**src/rtl/lgm_pkg.sv**
```systemverilog
// Shared types for the group LED modulator.
// Assumes: select codes are 2 bits wide and their encoding is fixed.
package lgm_pkg;
    typedef enum logic [1:0] {
        SEL_OFF = 2'b00,
        SEL_ON  = 2'b01,
        SEL_IND = 2'b10,
        SEL_GRP = 2'b11
    } sel_e;
endpackage

```
**src/rtl/grp_timebase.sv**
```systemverilog
// Group phase generator with shadow capture of the settings.
// Dimming mode: the phase steps once per dim_tick.
// Blinking mode: the phase steps once every (period+1) blink ticks.
// Duty, period and mode are captured only when the phase wraps.
// Assumes: ticks are single-cycle enables from an outside prescaler.
module grp_timebase #(
    parameter int DUTY_W = 8,
    parameter int PER_W  = 8
) (
    input  logic              clk,
    input  logic              rst_n,
    input  logic              dim_tick,
    input  logic              blink_tick,
    input  logic [DUTY_W-1:0] grp_duty,
    input  logic [PER_W-1:0]  grp_period,
    input  logic              blink_mode,
    output logic [DUTY_W-1:0] phase,
    output logic [DUTY_W-1:0] duty_q,
    output logic [PER_W-1:0]  period_q,
    output logic              mode_q,
    output logic              step,
    output logic              wrap
);
    logic [PER_W-1:0]  sub_q;
    logic [DUTY_W-1:0] phase_q;

    // Decide whether the phase advances this cycle.
    always_comb begin
        step = mode_q ? (blink_tick && (sub_q == period_q)) : dim_tick;
        wrap = step && (phase_q == '1);
    end

    // Advance the sub-step and phase counters; capture the shadows on wrap.
    always_ff @(posedge clk) begin
        if (!rst_n) begin
            sub_q    <= '0;
            phase_q  <= '0;
            duty_q   <= '1;
            period_q <= '0;
            mode_q   <= 1'b0;
        end else begin
            if (blink_tick)
                sub_q <= (sub_q == period_q) ? '0 : sub_q + 1'b1;
            if (step)
                phase_q <= phase_q + 1'b1;
            if (wrap) begin
                duty_q   <= grp_duty;
                period_q <= grp_period;
                mode_q   <= blink_mode;
                sub_q    <= '0;
            end
        end
    end

    assign phase = phase_q;
endmodule

```
**src/rtl/grp_gate_cmp.sv**
```systemverilog
// Group gate comparator.
// Masks the captured duty to the resolution of the active mode, then
// compares it with the phase.
// Assumes: DIM_BITS and FAST_BITS are no larger than DUTY_W.
module grp_gate_cmp #(
    parameter int DUTY_W    = 8,
    parameter int PER_W     = 8,
    parameter int DIM_BITS  = 4,
    parameter int FAST_BITS = 6,
    parameter int FAST_MAX  = 3
) (
    input  logic [DUTY_W-1:0] phase,
    input  logic [DUTY_W-1:0] duty_q,
    input  logic [PER_W-1:0]  period_q,
    input  logic              mode_q,
    output logic              gate
);
    localparam logic [DUTY_W-1:0] DIM_MASK =
        {{DIM_BITS{1'b1}}, {(DUTY_W-DIM_BITS){1'b0}}};
    localparam logic [DUTY_W-1:0] FAST_MASK =
        {{FAST_BITS{1'b1}}, {(DUTY_W-FAST_BITS){1'b0}}};
    localparam logic [PER_W-1:0] FAST_LIM = PER_W'(FAST_MAX);

    logic [DUTY_W-1:0] eff_duty;

    // Pick the duty resolution, then compare it with the phase.
    always_comb begin
        if (!mode_q)
            eff_duty = duty_q & DIM_MASK;
        else if (period_q <= FAST_LIM)
            eff_duty = duty_q & FAST_MASK;
        else
            eff_duty = duty_q;
        gate = (phase < eff_duty);
    end
endmodule

```
**src/rtl/ind_pwm_bank.sv**
```systemverilog
// Per-channel PWM.
// One shared counter advances on fast_tick; each channel compares the
// counter with its own duty.
// Assumes: ind_duty is packed with channel i at bits [i*DUTY_W +: DUTY_W].
module ind_pwm_bank #(
    parameter int NUM_CH = 4,
    parameter int DUTY_W = 8
) (
    input  logic                     clk,
    input  logic                     rst_n,
    input  logic                     fast_tick,
    input  logic [NUM_CH*DUTY_W-1:0] ind_duty,
    output logic [NUM_CH-1:0]        ind_on
);
    logic [DUTY_W-1:0] cnt_q;

    // Shared free-running counter, gated by the fast tick.
    always_ff @(posedge clk) begin
        if (!rst_n)
            cnt_q <= '0;
        else if (fast_tick)
            cnt_q <= cnt_q + 1'b1;
    end

    for (genvar i = 0; i < NUM_CH; i++) begin : g_cmp
        // Channel is on while the counter is below its duty.
        always_comb ind_on[i] = (cnt_q < ind_duty[i*DUTY_W +: DUTY_W]);
    end
endmodule

```
**src/rtl/chan_select.sv**
```systemverilog
// Per-channel output select.
// Chooses off, on, the channel's own PWM, or that PWM gated by the group signal.
// Assumes: out_sel is packed with channel i at bits [2i+1:2i].
module chan_select
    import lgm_pkg::*;
#(
    parameter int NUM_CH = 4
) (
    input  logic [NUM_CH*2-1:0] out_sel,
    input  logic [NUM_CH-1:0]   ind_on,
    input  logic                grp_gate,
    output logic [NUM_CH-1:0]   ch_drive
);
    for (genvar i = 0; i < NUM_CH; i++) begin : g_mux
        sel_e sel;
        // Decode this channel's select field and drive its output.
        always_comb begin
            sel = sel_e'(out_sel[i*2 +: 2]);
            case (sel)
                SEL_OFF: ch_drive[i] = 1'b0;
                SEL_ON:  ch_drive[i] = 1'b1;
                SEL_IND: ch_drive[i] = ind_on[i];
                default: ch_drive[i] = ind_on[i] & grp_gate;
            endcase
        end
    end
endmodule

```
**src/rtl/led_group_modulator.sv**
```systemverilog
// Top level of the group dimming and blinking LED modulator.
// Connects the group timebase, the gate comparator, the per-channel PWM
// bank and the output select.
// Assumes: all tick enables are synchronous to clk.
module led_group_modulator #(
    parameter int NUM_CH   = 4,
    parameter int DUTY_W   = 8,
    parameter int PER_W    = 8,
    parameter int FAST_MAX = 3
) (
    input  logic                     clk,
    input  logic                     rst_n,
    input  logic                     fast_tick,
    input  logic                     dim_tick,
    input  logic                     blink_tick,
    input  logic [DUTY_W-1:0]        grp_duty,
    input  logic [PER_W-1:0]         grp_period,
    input  logic                     blink_mode,
    input  logic [NUM_CH*DUTY_W-1:0] ind_duty,
    input  logic [NUM_CH*2-1:0]      out_sel,
    output logic [NUM_CH-1:0]        ch_drive
);
    logic [DUTY_W-1:0] grp_phase;
    logic [DUTY_W-1:0] duty_q;
    logic [PER_W-1:0]  period_q;
    logic              mode_q;
    logic              grp_step;
    logic              grp_wrap;
    logic              grp_gate;
    logic [NUM_CH-1:0] ind_on;

    grp_timebase #(.DUTY_W(DUTY_W), .PER_W(PER_W)) u_tb (
        .clk       (clk),
        .rst_n     (rst_n),
        .dim_tick  (dim_tick),
        .blink_tick(blink_tick),
        .grp_duty  (grp_duty),
        .grp_period(grp_period),
        .blink_mode(blink_mode),
        .phase     (grp_phase),
        .duty_q    (duty_q),
        .period_q  (period_q),
        .mode_q    (mode_q),
        .step      (grp_step),
        .wrap      (grp_wrap)
    );

    grp_gate_cmp #(
        .DUTY_W   (DUTY_W),
        .PER_W    (PER_W),
        .DIM_BITS (DUTY_W/2),
        .FAST_BITS(DUTY_W-2),
        .FAST_MAX (FAST_MAX)
    ) u_cmp (
        .phase   (grp_phase),
        .duty_q  (duty_q),
        .period_q(period_q),
        .mode_q  (mode_q),
        .gate    (grp_gate)
    );

    ind_pwm_bank #(.NUM_CH(NUM_CH), .DUTY_W(DUTY_W)) u_ind (
        .clk      (clk),
        .rst_n    (rst_n),
        .fast_tick(fast_tick),
        .ind_duty (ind_duty),
        .ind_on   (ind_on)
    );

    chan_select #(.NUM_CH(NUM_CH)) u_sel (
        .out_sel (out_sel),
        .ind_on  (ind_on),
        .grp_gate(grp_gate),
        .ch_drive(ch_drive)
    );
endmodule

```
**config.mk**
```make
export PLATFORM = sky130hd
export DESIGN_NAME = led_group_modulator
export DESIGN_NICKNAME = d
export VERILOG_FILES = /design/src/rtl/lgm_pkg.sv /design/src/rtl/grp_timebase.sv /design/src/rtl/grp_gate_cmp.sv /design/src/rtl/ind_pwm_bank.sv /design/src/rtl/chan_select.sv /design/src/rtl/led_group_modulator.sv
export SDC_FILE = /design/constraint.sdc
export NUM_CORES = 1
export LEC_CHECK = 0
export CAP_MARGIN = 0
export CORE_MARGIN = 2
export CORE_UTILIZATION = 45
export DETAILED_ROUTE_END_ITERATION = 10
export PLACE_DENSITY = 0.69
export SLEW_MARGIN = 5
export SYNTH_ARGS = -nofsm -noshare
export SYNTH_HDL_FRONTEND = slang
export SYNTH_HIERARCHICAL = 1
export SYNTH_SLANG_ARGS = --single-unit
export TNS_END_PERCENT = 1
```
**constraint.sdc**
```tcl
create_clock -name clk -period 2.8 [get_ports clk]
set_input_delay 0.28 -clock clk [delete_from_list [all_inputs] [get_ports clk]]
set_output_delay 0.28 -clock clk [all_outputs]
set_load 0.01 [all_outputs]
```
# ---- Word level (Yosys, flattened, before mapping)
# Cells that the tools add are included.
# Widths: inputs -> output; s select.
dict set report totals {
  regBits 41
  in_bits 62
  elab_cells 45
}
dict set report classes {
  add_sub_neg 3
  n_lt_le_gt_ge 6
  n_eq_ne 10
  mux 8
  bitwise_logic 5
  n_reduce_logical 7
}
# op count
set ops {}
lappend ops {{$lt 8x8->1} 5}
lappend ops {{$add 8x1->8 const B} 3}
lappend ops {{$pmux 1 s3} 4}
lappend ops {{$eq 2x1->1 const B} 4}
lappend ops {{$eq 2x2->1 const B} 4}
lappend ops {{$eq 8x8->1} 1}
lappend ops {{$eq 8x8->1 const B} 1}
lappend ops {{$le 8x2->1 const B} 1}
lappend ops {{$logic_not 2->1} 4}
lappend ops {{$mux 8} 1}
lappend ops {{$and 1x1->1} 4}
lappend ops {{$mux 4} 1}
lappend ops {{$logic_and 1x1->1} 2}
lappend ops {{$mux 2} 1}
lappend ops {{$reduce_or 2->1} 1}
lappend ops {{$mux 1} 1}
lappend ops {{$not 1->1} 1}

# ---- Depth between registers and ports, before layout
dict set report depth {
  depth_word 6
  mapped_depth 8
  depth_no_buf 8
}

# ---- By module
# The synthesis kept the hierarchy.
# mod instances cells_each area_each_um2 seq_area_each_um2
set modules_own_cells {}
lappend modules_own_cells {grp_timebase 1 191 1712.9 660.6}
lappend modules_own_cells {ind_pwm_bank 1 138 1061.0 160.2}
lappend modules_own_cells {grp_gate_cmp 1 27 209.0 0.0}
lappend modules_own_cells {chan_select 1 16 80.1 0.0}

# ---- Worst setup path before layout
# No wires, ideal clock.
dict set report synth_path {
  path_type {flip-flop to output port}
  startpoint {reg u_tb.period_q[7]}
  endpoint {out ch_drive[0]}
  arrival_time_ps 2154
  slack_ps 366
  stages_incl_launch_ff 9
  cell_sequence {dfxtp_1 > or4_4 > o211ai_1 > ha_1 > o211ai_1 > nor2_1 > a221oi_1 > nor2b_1 > o22ai_1}
}
dict set report synth_between {
  elab_chain_len 6
}
# item line_no
set synth_rtl {}
lappend synth_rtl {{start, declared} grp_timebase.sv:19} ;# output logic [PER_W-1:0] period_q,
lappend synth_rtl {{start signal, assigned} grp_timebase.sv:48} ;# period_q <= grp_period;
lappend synth_rtl {{$le 8x2->1} grp_gate_cmp.sv:30} ;# else if (period_q <= FAST_LIM)
lappend synth_rtl {{$mux 2} grp_gate_cmp.sv:30}
lappend synth_rtl {{$mux 4} grp_gate_cmp.sv:28} ;# if (!mode_q)
lappend synth_rtl {{$lt 8x8->1} grp_gate_cmp.sv:34} ;# gate = (phase < eff_duty);
lappend synth_rtl {{net grp_gate} led_group_modulator.sv:29} ;# logic grp_gate;
lappend synth_rtl {{$and 1x1->1} chan_select.sv:23} ;# default: ch_drive[i] = ind_on[i] & grp_gate;
lappend synth_rtl {{$pmux 1 s3} chan_select.sv:19} ;# case (sel)
lappend synth_rtl {{end, declared} led_group_modulator.sv:21} ;# output logic [NUM_CH-1:0] ch_drive
# The timed path passes the listed nets, and every way through them passes these cells.

# ---- Final worst setup path
dict set report layout_path {
  startpoint {reg u_tb.period_q[7]}
  endpoint {out ch_drive[2]}
}
# The elaborated chain is that of the path after synthesis.

==> key figures <==
Run status
  • Status: finished, violations left
  • Failing checks: setup timing

Timing
  • Clock skew: 0.007951 ns
  • Final Setup Violations: 4
  • Final Hold Slack: 0.4758 ns
  • Final hold viol count: 0
  • Fmax: 339.8 MHz
  • Period utilization: 1.051
  • Fin worst setup slack: -0.1429 ns
  • Measured slew at the worst slew-check pin: 1.098 ns
  • Min Tclk post-route: 2.943 ns
  • Relative slew slack: 0.2678
  • Slew Limit Fails: 0
  • Unrepaired setup endpoints after global routing: yes

Worst setup path
  • Crit path max fanout: 2
  • CP startpoint kind: register
  • Slowest CP cell: or4_4
  • FF-to-FF path depth: 6
  • Crit-path cells: or4_4 > o211ai_1 > ha_1 > o211ai_1 > nor2_1 > a221oi_2 > buf_4 > buf_6 > buf_6 > nor2b_1 > o22ai_1 > buf_2
  • Reg2reg start: u_tb/period_q[5]
  • Crit path largest cell delay: 0.53 ns
  • Crit path DAT: 2.66 ns
  • Req. time, crit path: 2.52 ns
  • R2R Setup Slk: 0.39 ns
  • Critical path type: register to primary output
  • R2r endpoint: u_tb/period_q[7]
  • CP endpoint kind: primary output

Clock network
  • Longest Clk Path Bufs: 2
  • Clock transition at path regs: 0.08 ns
  • H-Tree Level Count: 2
  • CTS sink cnt: 41
  • Worst-Skew Late Latency: 0.29 ns
  • CTS tree: yes
  • Clk root buf: clkbuf_8
  • CTS Buf Count: 5

Routing
  • Wire length per cell: 12.34 µm
  • Routed wire length: 6513 µm
  • First-pass DRT Iterations: 4
  • Via density: 5.027
  • Antenna viol nets, final: 0
  • Number of remaining DRC errors: 0
  • Starting DRC count in detailed routing: 127
  • DR vias: 2,654

Min path
  • Hold WC Path Type: register to register
  • Hold Crit Depth: 2
  • Hold_sp: u_tb/period_q[0]
  • Hold Path Sink: u_tb/period_q[0]

Placed design
  • Gpl congestion: 0.7801
  • IO Port Bufs: 65
  • Post-DP HPWL: 4991 µm
  • Placed cells: 517

Finish
  • Number of antenna cells inserted: 0
  • Fin nets: 547
  • Area Growth Syn to Fin: 29.04%
  • Post-route insts no fill: 528
  • Share of post-route cells with drive strength above 1: 0.08482

Pwr
  • Leakage power total: 1.816 nW
  • Worst VDD drop: 217.4 µV
  • Power Dens Cells: 305.4 nW/µm²

Floorplanning
  • IO Pins: 66
  • Row cnt: 30
  • Die Y: 86.45 µm
  • Die area: 7474 µm²
  • Starting Density: 0.4579
  • CORE AREA: 6681 µm²
  • Die Wd: 86.45 µm

GRT
  • Initial antenna violation count: 0
  • First-pass GRT wire length: 11,150 µm
  • Grt ovf: 0
  • Largest net degree at the start of global routing: 60
  • Vias in the first global route: 2,526
  • Tot GR Track Use: 0.1818

Synth
  • Cells after synthesis: 371
  • Mean Syn Cell Area: 8.246 µm²
  • Synth Warn #: 6
  • Area of the mapped netlist: 3059 µm²
  • Net Count, Synth: 471

Run
  • Max-cap violations: 0
## state kept, by name, indices dropped and copies added (netlist names)
register	cells
u_ind/cnt_q	8
u_tb/duty_q	8
u_tb/period_q	8
u_tb/phase	8
u_tb/sub_q	8
u_tb/mode_q	1
## where the power goes
part	switching, W	internal (W)	total (W)
clock	0.000211	0.000176	0.000387
combinational	0.0000854	0.000131	0.000216
sequential	0.0000118	0.000590	0.000602
total	0.000309	0.000897	0.00121
## through the flow
step | utilization | TNS [ns] | total power [W] | worst slack (ns) | instance area [µm²]
floorplan | - | 0 | 0.0007154 | 0.3657 | 3059
global placement | 0.5751 | -0.3585 | 0.0008323 | -0.09281 | 3842
detailed placement | 0.5751 | -0.5548 | 0.0008376 | -0.1462 | 3842
CTS | 0.5908 | -0.3753 | 0.001219 | -0.1345 | 3948
global route | 0.5908 | -1.235 | 0.001264 | -0.3510 | 3948
finish | 0.5908 | -0.3919 | 0.001205 | -0.1429 | 3948
## how the worst max path moves through the flow
stage / start / end / slack (ns)
after floorplan: u_tb/period_q[7] / ch_drive[0] / 0.37
after global placement: u_tb/period_q[7] / ch_drive[3] / -0.09
after detailed placement: u_tb/period_q[7] / ch_drive[2] / -0.15
after CTS: u_tb/period_q[7] / ch_drive[2] / -0.13
after global routing: u_tb/period_q[7] / ch_drive[3] / -0.35
final: u_tb/period_q[7] / ch_drive[2] / -0.14
## routing by layer
metal / share of wire / track usage
met1: 0.53 / 0.2583
met2: 0.43 / 0.2874
met3: 0.034 / 0.03238
met4: 0.0061 / 0.04119
met5: 0 / 0
## final cells by class
type	instances	area, µm²
multi-input cells	280	2028
repair buffers	80	763.2
fillers	623	2734
clock buffers	6	72.57
inverters	39	146.4
clock inverters	2	15.01
well taps	80	100.1
flip-flops and latches	41	822.0
## repair_timing
item / 4_1_cts / 5_1_grt
setup buffers: 3 / 0
resized for setup: 20 / 0
endpoints found under the hold margin: 0 / 0
pin swaps: 1 / 0
hold buffers: 0 / 0
endpoints found under the setup margin: 4 / 4
## worst max-delay path, delay by kind of cell, from the launching register on
kind | cells | cell delay, ns
AOI/OAI and AO/OA | 4 | 0.66
adders and majority gates | 1 | 0.25
buffers and inverters | 4 | 0.49
DFF | 1 | 0.33
and+or+nand+nor | 3 | 0.63
## placed cells by master, fill, tap and decap left out, types with 5 or more instances in the layout
cell and instances:
nor2b_1 22, o211ai_1 5, nor2_1 16, o22ai_1 5
nand3_1 20, inv_1 39, and3_1 5, xor2_1 11
nand4_1 7, o21ai_0 7, clkdlybuf4s50_1 61, and2_1 6
nand2_1 47, clkbuf_8 5, buf_4 12, dfxtp_1 40
nand2b_1 9, mux2i_1 27, xnor2_1 8, a21oi_1 14
ha_1 38
Power figures use the tool's default switching activity.
